## src/rtl/i2c_reg_reader.sv

```systemverilog
module i2c_reg_reader #(
  parameter int          CLK_HZ  = 50_000_000,
  parameter int          SCL_HZ  = 100_000,
  parameter logic [7:0]  ADDR_WR = 8'h40,
  parameter logic [7:0]  ADDR_RD = 8'h41
) (
  input  logic       clk,
  input  logic       rst_n,
  input  logic       rd_req,
  input  logic [7:0] reg_addr,
  output logic [7:0] rd_data,
  output logic       idle,
  output logic       done,
  output logic       nack_err,
  output logic       scl,
  input  logic       sda_in,
  output logic       sda_oe
);
  localparam int DIV = CLK_HZ / SCL_HZ;
  localparam int CW  = $clog2(DIV);
  localparam logic [CW-1:0] T_HI   = CW'(DIV/4 - 1);
  localparam logic [CW-1:0] T_FALL = CW'(DIV/2 - 1);
  localparam logic [CW-1:0] T_LO   = CW'(3*DIV/4 - 1);
  localparam logic [CW-1:0] T_END  = CW'(DIV - 1);

  typedef enum logic [2:0] {S_IDLE, S_START, S_TX, S_RSTART, S_RX, S_STOP} st_t;

  st_t          st;
  logic [CW-1:0] cnt;
  logic         req_q, pending, nak;
  logic [7:0]   sub_q, sh;
  logic [3:0]   bitn;
  logic [1:0]   sel;

  wire at_hi   = (cnt == T_HI);
  wire at_fall = (cnt == T_FALL);
  wire at_lo   = (cnt == T_LO);
  wire finish  = (st == S_STOP) && at_fall;

  assign scl  = (st == S_IDLE) || (cnt <= T_FALL);
  assign idle = ~pending;

  always_ff @(posedge clk)
    if (!rst_n) cnt <= '0;
    else        cnt <= (cnt == T_END) ? '0 : cnt + 1'b1;

  always_ff @(posedge clk)
    if (!rst_n) begin
      req_q <= 1'b0; pending <= 1'b0; sub_q <= '0;
    end else begin
      req_q <= rd_req;
      if (finish) pending <= 1'b0;
      else if (rd_req && !req_q && !pending) begin
        pending <= 1'b1;
        sub_q   <= reg_addr;
      end
    end

  always_ff @(posedge clk)
    if (!rst_n) begin
      st <= S_IDLE; sda_oe <= 1'b0; sh <= '0; bitn <= '0; sel <= '0;
      nak <= 1'b0; done <= 1'b0; nack_err <= 1'b0; rd_data <= '0;
    end else begin
      done <= 1'b0;
      case (st)
        S_IDLE:
          if (pending && at_hi) begin
            st <= S_START; sda_oe <= 1'b1; nak <= 1'b0;
          end
        S_START:
          if (at_lo) begin
            sh <= ADDR_WR; sda_oe <= ~ADDR_WR[7]; bitn <= '0; sel <= 2'd0; st <= S_TX;
          end
        S_TX: begin
          if (at_hi && bitn == 4'd8) nak <= sda_in;
          if (at_lo) begin
            if (bitn < 4'd7) begin
              sh <= {sh[6:0], 1'b0}; sda_oe <= ~sh[6]; bitn <= bitn + 1'b1;
            end else if (bitn == 4'd7) begin
              sda_oe <= 1'b0; bitn <= 4'd8;
            end else if (nak) begin
              sda_oe <= 1'b1; st <= S_STOP;
            end else begin
              case (sel)
                2'd0: begin
                  sh <= sub_q; sda_oe <= ~sub_q[7]; bitn <= '0; sel <= 2'd1;
                end
                2'd1: begin sda_oe <= 1'b0; st <= S_RSTART; end
                default: begin sda_oe <= 1'b0; bitn <= '0; st <= S_RX; end
              endcase
            end
          end
        end
        S_RSTART: begin
          if (at_hi) sda_oe <= 1'b1;
          if (at_lo) begin
            sh <= ADDR_RD; sda_oe <= ~ADDR_RD[7]; bitn <= '0; sel <= 2'd2; st <= S_TX;
          end
        end
        S_RX: begin
          if (at_hi && bitn < 4'd8) sh <= {sh[6:0], sda_in};
          if (at_lo) begin
            if (bitn < 4'd8) bitn <= bitn + 1'b1;
            else begin sda_oe <= 1'b1; st <= S_STOP; end
          end
        end
        S_STOP: begin
          if (at_hi) sda_oe <= 1'b0;
          if (at_fall) begin
            st <= S_IDLE; done <= 1'b1; nack_err <= nak;
            if (!nak) rd_data <= sh;
          end
        end
        default: st <= S_IDLE;
      endcase
    end

  p_idle_bus_r1: assert property (@(posedge clk) disable iff (!rst_n)
    (st == S_IDLE) |-> (scl && !sda_oe));

  p_idle_flag_r2: assert property (@(posedge clk) disable iff (!rst_n)
    idle |-> (st == S_IDLE));

  p_sda_steady_r4: assert property (@(posedge clk) disable iff (!rst_n)
    ((st == S_TX || st == S_RX) && scl && $past(scl)) |-> $stable(sda_oe));

  p_release_slot_r5: assert property (@(posedge clk) disable iff (!rst_n)
    ((st == S_TX && bitn == 4'd8) || st == S_RX) |-> !sda_oe);

  p_done_single_r7: assert property (@(posedge clk) disable iff (!rst_n)
    done |=> !done);

  p_done_idle_r7: assert property (@(posedge clk) disable iff (!rst_n)
    done |-> idle);
endmodule

```

## config.mk

```make
export PLATFORM = sky130hd
export DESIGN_NAME = i2c_reg_reader
export DESIGN_NICKNAME = d
export VERILOG_FILES = /design/src/rtl/i2c_reg_reader.sv
export SDC_FILE = /design/constraint.sdc
export NUM_CORES = 1
export LEC_CHECK = 0
export BUFFER_PORTS_ARGS = -buffer_cell sky130_fd_sc_hd__buf_2
export CAP_MARGIN = 10
export CELL_PAD_IN_SITES_DETAIL_PLACEMENT = 1
export CELL_PAD_IN_SITES_GLOBAL_PLACEMENT = 2
export CORE_MARGIN = 4
export CORE_UTILIZATION = 36
export DETAILED_ROUTE_END_ITERATION = 12
export GPL_TIMING_DRIVEN = 0
export PLACE_DENSITY = 0.84
export SYNTH_ARGS = -nofsm -noshare
export SYNTH_HDL_FRONTEND = slang
export SYNTH_SLANG_ARGS = --single-unit
```

## constraint.sdc

```tcl
create_clock -name clk -period 2.4 [get_ports clk]
set_input_delay 0.24 -clock clk [delete_from_list [all_inputs] [get_ports clk]]
set_output_delay 0.24 -clock clk [all_outputs]
set_load 0.03 [all_outputs]
```

======== Word-level counts from Yosys, hierarchy flattened ========
Index checks and enable logic that the tools add are counted.
operators by class
  add/sub/neg operators ................... 2
  order comparisons ....................... 3
  eq/ne operators ......................... 35
  mux-type cells .......................... 54
  bitwise logic cells ..................... 6
  reductions and logical operators ........ 29
operator list
  operator                                                                          count
  8-bit 2-to-1 mux                                                                  8
  4-bit 2-to-1 mux                                                                  8
  8-bit case mux with 4 select lines                                                1
  2-bit != test, second input constant                                              14
  3-bit 2-to-1 mux                                                                  9
  8-bit AND reduction                                                               3
  9-bit == test, second input constant                                              2
  1-bit 2-to-1 mux                                                                  15
  3-bit != test, second input constant                                              5
  3-bit case mux with 5 select lines                                                1
  2-bit 2-to-1 mux                                                                  7
  4-bit case mux with 3 select lines                                                1
  9-bit by 1-bit adder with 9-bit output, second input constant                     1
  9-bit by 7-bit == test with 1-bit output, second input constant                   1
  9-bit by 8-bit == test with 1-bit output, second input constant                   1
  9-bit by 8-bit less-or-equal comparator with 1-bit output, second input constant  1
  9-bit AND reduction                                                               1
  4-bit != test, second input constant                                              2
  7-bit AND reduction                                                               1
  3-bit by 2-bit == test with 1-bit output, second input constant                   2
  3-bit == test, second input constant                                              2
  1-bit logical AND                                                                 6
  1-bit inverter                                                                    6
  1-bit case mux with 6 select lines                                                1
  22 further kinds                                                                  30
storage, ports and cells
  flip-flop bits (word level) ............. 48
  input bits .............................. 12
  output and inout bits ................... 13
  logic and storage cells ................. 142

======== Depth between registers and ports, before layout ========
  depth in word-level cells ............... 7
  gate-level depth with buffers ........... 8
  gate-level depth less buffers ........... 7

======== Worst setup path after synthesis ========
OpenSTA, ideal clock, no wires.
  kind .................................... register to register
  from .................................... register cnt[1]
  to ...................................... register rd_data[0]
  library setup time ...................... 0.128 ns
  arrival ................................. 1.928 ns
  required time ........................... 2.272 ns
  path slack .............................. 0.345 ns
  cell stages (with the launch flop) ...... 9
  path buffers ............................ 1
  period minus slack after synthesis ...... 2.055 ns
  cells stage by stage .................... dfxtp_1 inv_1 ha_1 or3b_1 nor4_1 nor2b_1 buf_4 mux2i_1 nor2_1
between the ends
  word-level cells in the longest chain between the ends .. 2
RTL lines
  what                                      RTL line  source
  start: declaration                        29        logic [CW-1:0] cnt;
  start signal: assignment                  45        else cnt <= (cnt == T_END) ? '0 : cnt + 1'b1;
  9-bit by 8-bit == test with 1-bit output  36        wire at_fall = (cnt == T_FALL);
  3-bit AND reduction (no source line)      --
  end signal: assignment                    111       if (!nak) rd_data <= sh;
  end: declaration                          11        output logic [7:0] rd_data,
No other way between the ends.
A chain may end at the register's enable or synchronous reset.

======== Worst setup path after layout ========
  from .................................... register cnt[1]
  to ...................................... register sub_q[6]
between the ends
  word-level cells in the longest chain between the ends .. 4
RTL lines
  what                                      RTL line  source
  9-bit by 8-bit == test with 1-bit output  36
  1-bit logical AND                         38        wire finish = (st == S_STOP) && at_fall;
  1-bit inverter (no source line)           --
  2-bit AND reduction (no source line)      --
  end signal: assignment                    55        sub_q <= reg_addr;
  end: declaration                          31        logic [7:0] sub_q, sh;
No other way between the ends.

==> flow_metrics.env <==
export IMPL_outcome="finished clean"
export IMPL_crit_arrival_ns=2.45
export IMPL_finalPower_mw=2.489
export IMPL_period_share_pct=94.38
export IMPL_worst_path_max_fanout=8
export IMPL_leakage_nw=1.091
export IMPL_fmax_mhz=441.5
export IMPL_dr_pass1_iters=4
export IMPL_async_set_reset_flop_share_out_of_synthesis_pct=0
export IMPL_insertion_delay_ns=0.31
export IMPL_yosys_cell_count_top_type="sky130_fd_sc_hd__dfxtp_1"
export IMPL_cts_max_level=2
export IMPL_wl_per_cell_um=16.51
export IMPL_synth_seq_cells=48
export IMPL_layout_drive_gt1_share_pct=17.99
export IMPL_worst_hold_slack_ns=0.1464
export IMPL_biggest_cell_delay_along_the_critical_path_ns=0.81
export IMPL_synth_commonest_cells="48 x sky130_fd_sc_hd__dfxtp_1, 40 x sky130_fd_sc_hd__nor2_1, 25 x sky130_fd_sc_hd__o21ai_0"
export IMPL_cts_hold_buffers_added=0
export IMPL_crit_chain="inv_1, ha_1, or3b_1, nor4_4, nor3_2, mux2i_1, nor2_1"
export IMPL_globalRouteTotalUtil_pct=16.52
export IMPL_post_synth_top_area_fraction_pct=37.10
export IMPL_place_hpwl_um=5196
export IMPL_regArea_um2=960.9
export IMPL_portBuffers=23
export IMPL_final_setup_viol_count=0
export IMPL_critical_path_class="flop to flop"
export IMPL_crit_required_ns=2.58
export IMPL_synth_fp_nets=315
export IMPL_totalWireLength_um=7002
export IMPL_grt_start_max_net_pins=15
export IMPL_max_cap_violations=0
export IMPL_yosys_warnings=0
export IMPL_synthesis_area_per_instance_um2=8.720
export IMPL_final_hold_violation_count=0
export IMPL_final_area_um2=2989
export IMPL_tritoncts_num_sinks=48
export IMPL_synth_cells=297
export IMPL_worst_r2r_setup_slack_ns=0.13
export IMPL_vias_per_cell=5.401
export IMPL_drt_first_iter_violations=161
export IMPL_cts_inserted_buffers=5
export IMPL_num_antenna_cells=0
export IMPL_synth_seq_area_share_pct=37.10
export IMPL_grt_remaining_overflow=0
export IMPL_worstSetupStartpointType="flop"
export IMPL_synthToLayoutAreaGrowth_pct=15.41
export IMPL_finish_net_count=346
export IMPL_cellPowerDensity_nw_per_um2=832.7
export IMPL_yosysTopAreaCell="sky130_fd_sc_hd__dfxtp_1"
export IMPL_placed_area_um2=2825
export IMPL_multi_input_comb_area_um2=1473
export IMPL_vias=2290
export IMPL_antenna_left=0
export IMPL_first_global_vias=2297
export IMPL_die_area_um2=8616
export IMPL_horizontal_die_dimension_um=92.82
export IMPL_gp_routability_congestion=0.8439
export IMPL_post_synth_main_area_contributors="sky130_fd_sc_hd__dfxtp_1 37%, sky130_fd_sc_hd__mux2i_1 9.3%, sky130_fd_sc_hd__nor2_1 5.8%"
export IMPL_ios=25
export IMPL_wire_length_of_the_first_global_routing_pass_um=11490
export IMPL_finalCriticalPeriod_ns=2.265
export IMPL_max_vdd_ir_drop_v=0.0004196
export IMPL_synthFlopType="sky130_fd_sc_hd__dfxtp_1"
export IMPL_cp_slowest_cell="sky130_fd_sc_hd__nor3_2"
export IMPL_root_buffer="sky130_fd_sc_hd__clkbuf_8"
export IMPL_fill_cells=861
export IMPL_num_rows=30
export IMPL_start_util_pct=37.50
export IMPL_clock_tree_from_tritoncts="done"
export IMPL_drcViolationCount=0
export IMPL_holdCritPathClass="input pin to flop"
export IMPL_dieHeight_um=92.82
export IMPL_max_slew_margin_rel_pct=32.73
export IMPL_worstMarginPinSlew_ns=1.004
export IMPL_clock_path_buffers=2
export IMPL_rsz0062_at_grt="false"
export IMPL_number_of_flops_mapped_to_enable_cells_by_yosys=0
export IMPL_finClkSkew_ns=0.006942
export IMPL_end_kind="flop"
export IMPL_final_max_slew_viol_count=0
export IMPL_floorplan_core_area_um2=6907
export IMPL_yosys_cell_types_count=59
export IMPL_grt_antenna_before_repair=0
export IMPL_clkTransAtPathRegs_ns=0.09
export IMPL_post_synth_instance_area_um2=2590
## worst max-delay path: cells and delay by family, from the launching register on
| family | cells | cell delay, ns |
|---|---|---|
| fa+ha+maj | 1 | 0.19 |
| buf+inv | 1 | 0.09 |
| flops | 1 | 0.39 |
| mux | 1 | 0.28 |
| simple gates | 4 | 1.18 |
## cells by family (layout without fill, tap and decap cells)
group,count (synthesis),count (layout),synth area share [%]
buffers and inverters,28,59,7.101
muxes,24,24,9.275
AOI/OAI and AO/OA,73,73,18.79
adders and majority gates,6,6,2.898
xor gates and xnor gates,6,6,2.029
DFF,48,48,37.10
and+or+nand+nor,112,112,22.80
## flip-flops by register name, indices dropped and copies added (netlist names), 2 cells and up
register and count:
bitn 4, cnt 9, rd_data 8, sel 2, sh 8, st 3
sub_q 8
## final cells by class
type	instances	share of cell area (%)
inverters	11	1.381
plain buffers	17	4.772
clock inverters	2	2.009
flip-flops and latches	48	32.15
well taps	96	4.018
multi-input cells	221	49.27
clock buffers	5	2.302
repair buffers	24	4.102
## per-stage QoR
stage | cells | setup WS, ns | setup TNS [ns] | util [%]
2_1_floorplan | 297 | 0.3445 | 0 | -
3_3_place_gp | 416 | -0.2786 | -5.135 | 40.91
3_5_place_dp | 416 | -0.3103 | -6.085 | 40.91
4_1_cts | 423 | 0.003947 | 0 | 42.92
5_1_grt | 424 | 0.007606 | 0 | 43.28
6_report | 424 | 0.1348 | 0 | 43.28
## metal layers
layer,vias to the layer above,global-route usage (%),wire length [µm]
met4,0,2.808,45
met3,6,3.818,279
li1,1131,-,-
met1,1118,23.33,3527
met2,35,25.97,3150
met5,-,0,0
## repair_timing
item	in CTS	in global routing
gates cloned	0	0
buffers inserted	0	1
gates resized for setup	2	2
pin swaps	0	1
endpoints found under the setup margin	25	18
## path summary, 6_finish.rpt
path,start,cells after the start,to
max,cnt[1]$_SDFF_PP0_,7,sub_q[6]$_SDFFE_PN0P_
min,rd_req,2,req_q$_SDFF_PN0_
max reg2reg,cnt[1]$_SDFF_PP0_,7,sub_q[6]$_SDFFE_PN0P_
min reg2reg,sda_oe$_SDFFE_PN0P_,2,sda_oe$_SDFFE_PN0P_
## cells in the final DEF (no fill, tap or decap), types with 2 or more instances in the layout
cell type | synthesis | final
sky130_fd_sc_hd__dfxtp_1 | 48 | 48
sky130_fd_sc_hd__nor2_1 | 40 | 40
sky130_fd_sc_hd__o21ai_0 | 25 | 25
sky130_fd_sc_hd__mux2i_1 | 24 | 24
sky130_fd_sc_hd__buf_2 | 1 | 24
sky130_fd_sc_hd__nand2_1 | 17 | 17
sky130_fd_sc_hd__a21oi_1 | 12 | 11
sky130_fd_sc_hd__nand3_1 | 11 | 11
sky130_fd_sc_hd__inv_1 | 10 | 10
sky130_fd_sc_hd__clkbuf_1 | 7 | 7
sky130_fd_sc_hd__a211oi_1 | 7 | 7
sky130_fd_sc_hd__clkbuf_8 | 1 | 6
sky130_fd_sc_hd__ha_1 | 6 | 6
sky130_fd_sc_hd__nand4_1 | 5 | 5
sky130_fd_sc_hd__nor3_1 | 5 | 5
sky130_fd_sc_hd__a31oi_1 | 5 | 5
sky130_fd_sc_hd__buf_6 | 4 | 4
sky130_fd_sc_hd__nand2b_1 | 4 | 4
sky130_fd_sc_hd__nor2b_1 | 4 | 4
sky130_fd_sc_hd__buf_4 | 2 | 3
sky130_fd_sc_hd__xnor2_1 | 3 | 3
sky130_fd_sc_hd__a311oi_1 | 3 | 3
sky130_fd_sc_hd__or3_1 | 3 | 3
sky130_fd_sc_hd__xor2_1 | 3 | 3
sky130_fd_sc_hd__or2_2 | 2 | 2
sky130_fd_sc_hd__nand3b_1 | 2 | 2
sky130_fd_sc_hd__nor4_4 | 0 | 2
sky130_fd_sc_hd__and3b_1 | 2 | 2
sky130_fd_sc_hd__or3b_2 | 2 | 2
sky130_fd_sc_hd__o21bai_1 | 2 | 2
sky130_fd_sc_hd__o31ai_1 | 2 | 2
sky130_fd_sc_hd__a22oi_1 | 2 | 2
sky130_fd_sc_hd__a21o_1 | 2 | 2
sky130_fd_sc_hd__and3_1 | 2 | 2
sky130_fd_sc_hd__o32ai_1 | 2 | 2
sky130_fd_sc_hd__o2111ai_1 | 2 | 2
sky130_fd_sc_hd__and2_1 | 2 | 2
sky130_fd_sc_hd__bufinv_16 | 0 | 2
## power by group
group	switching [mW]	leakage [nW]	total, mW	internal, mW
clock network	0.276	0.0642	0.686	0.410
logic	0.538	0.638	0.921	0.382
registers	0.0398	0.389	0.882	0.842
total	0.854	1.09	2.49	1.63
Power figures use the tool's default switching activity.
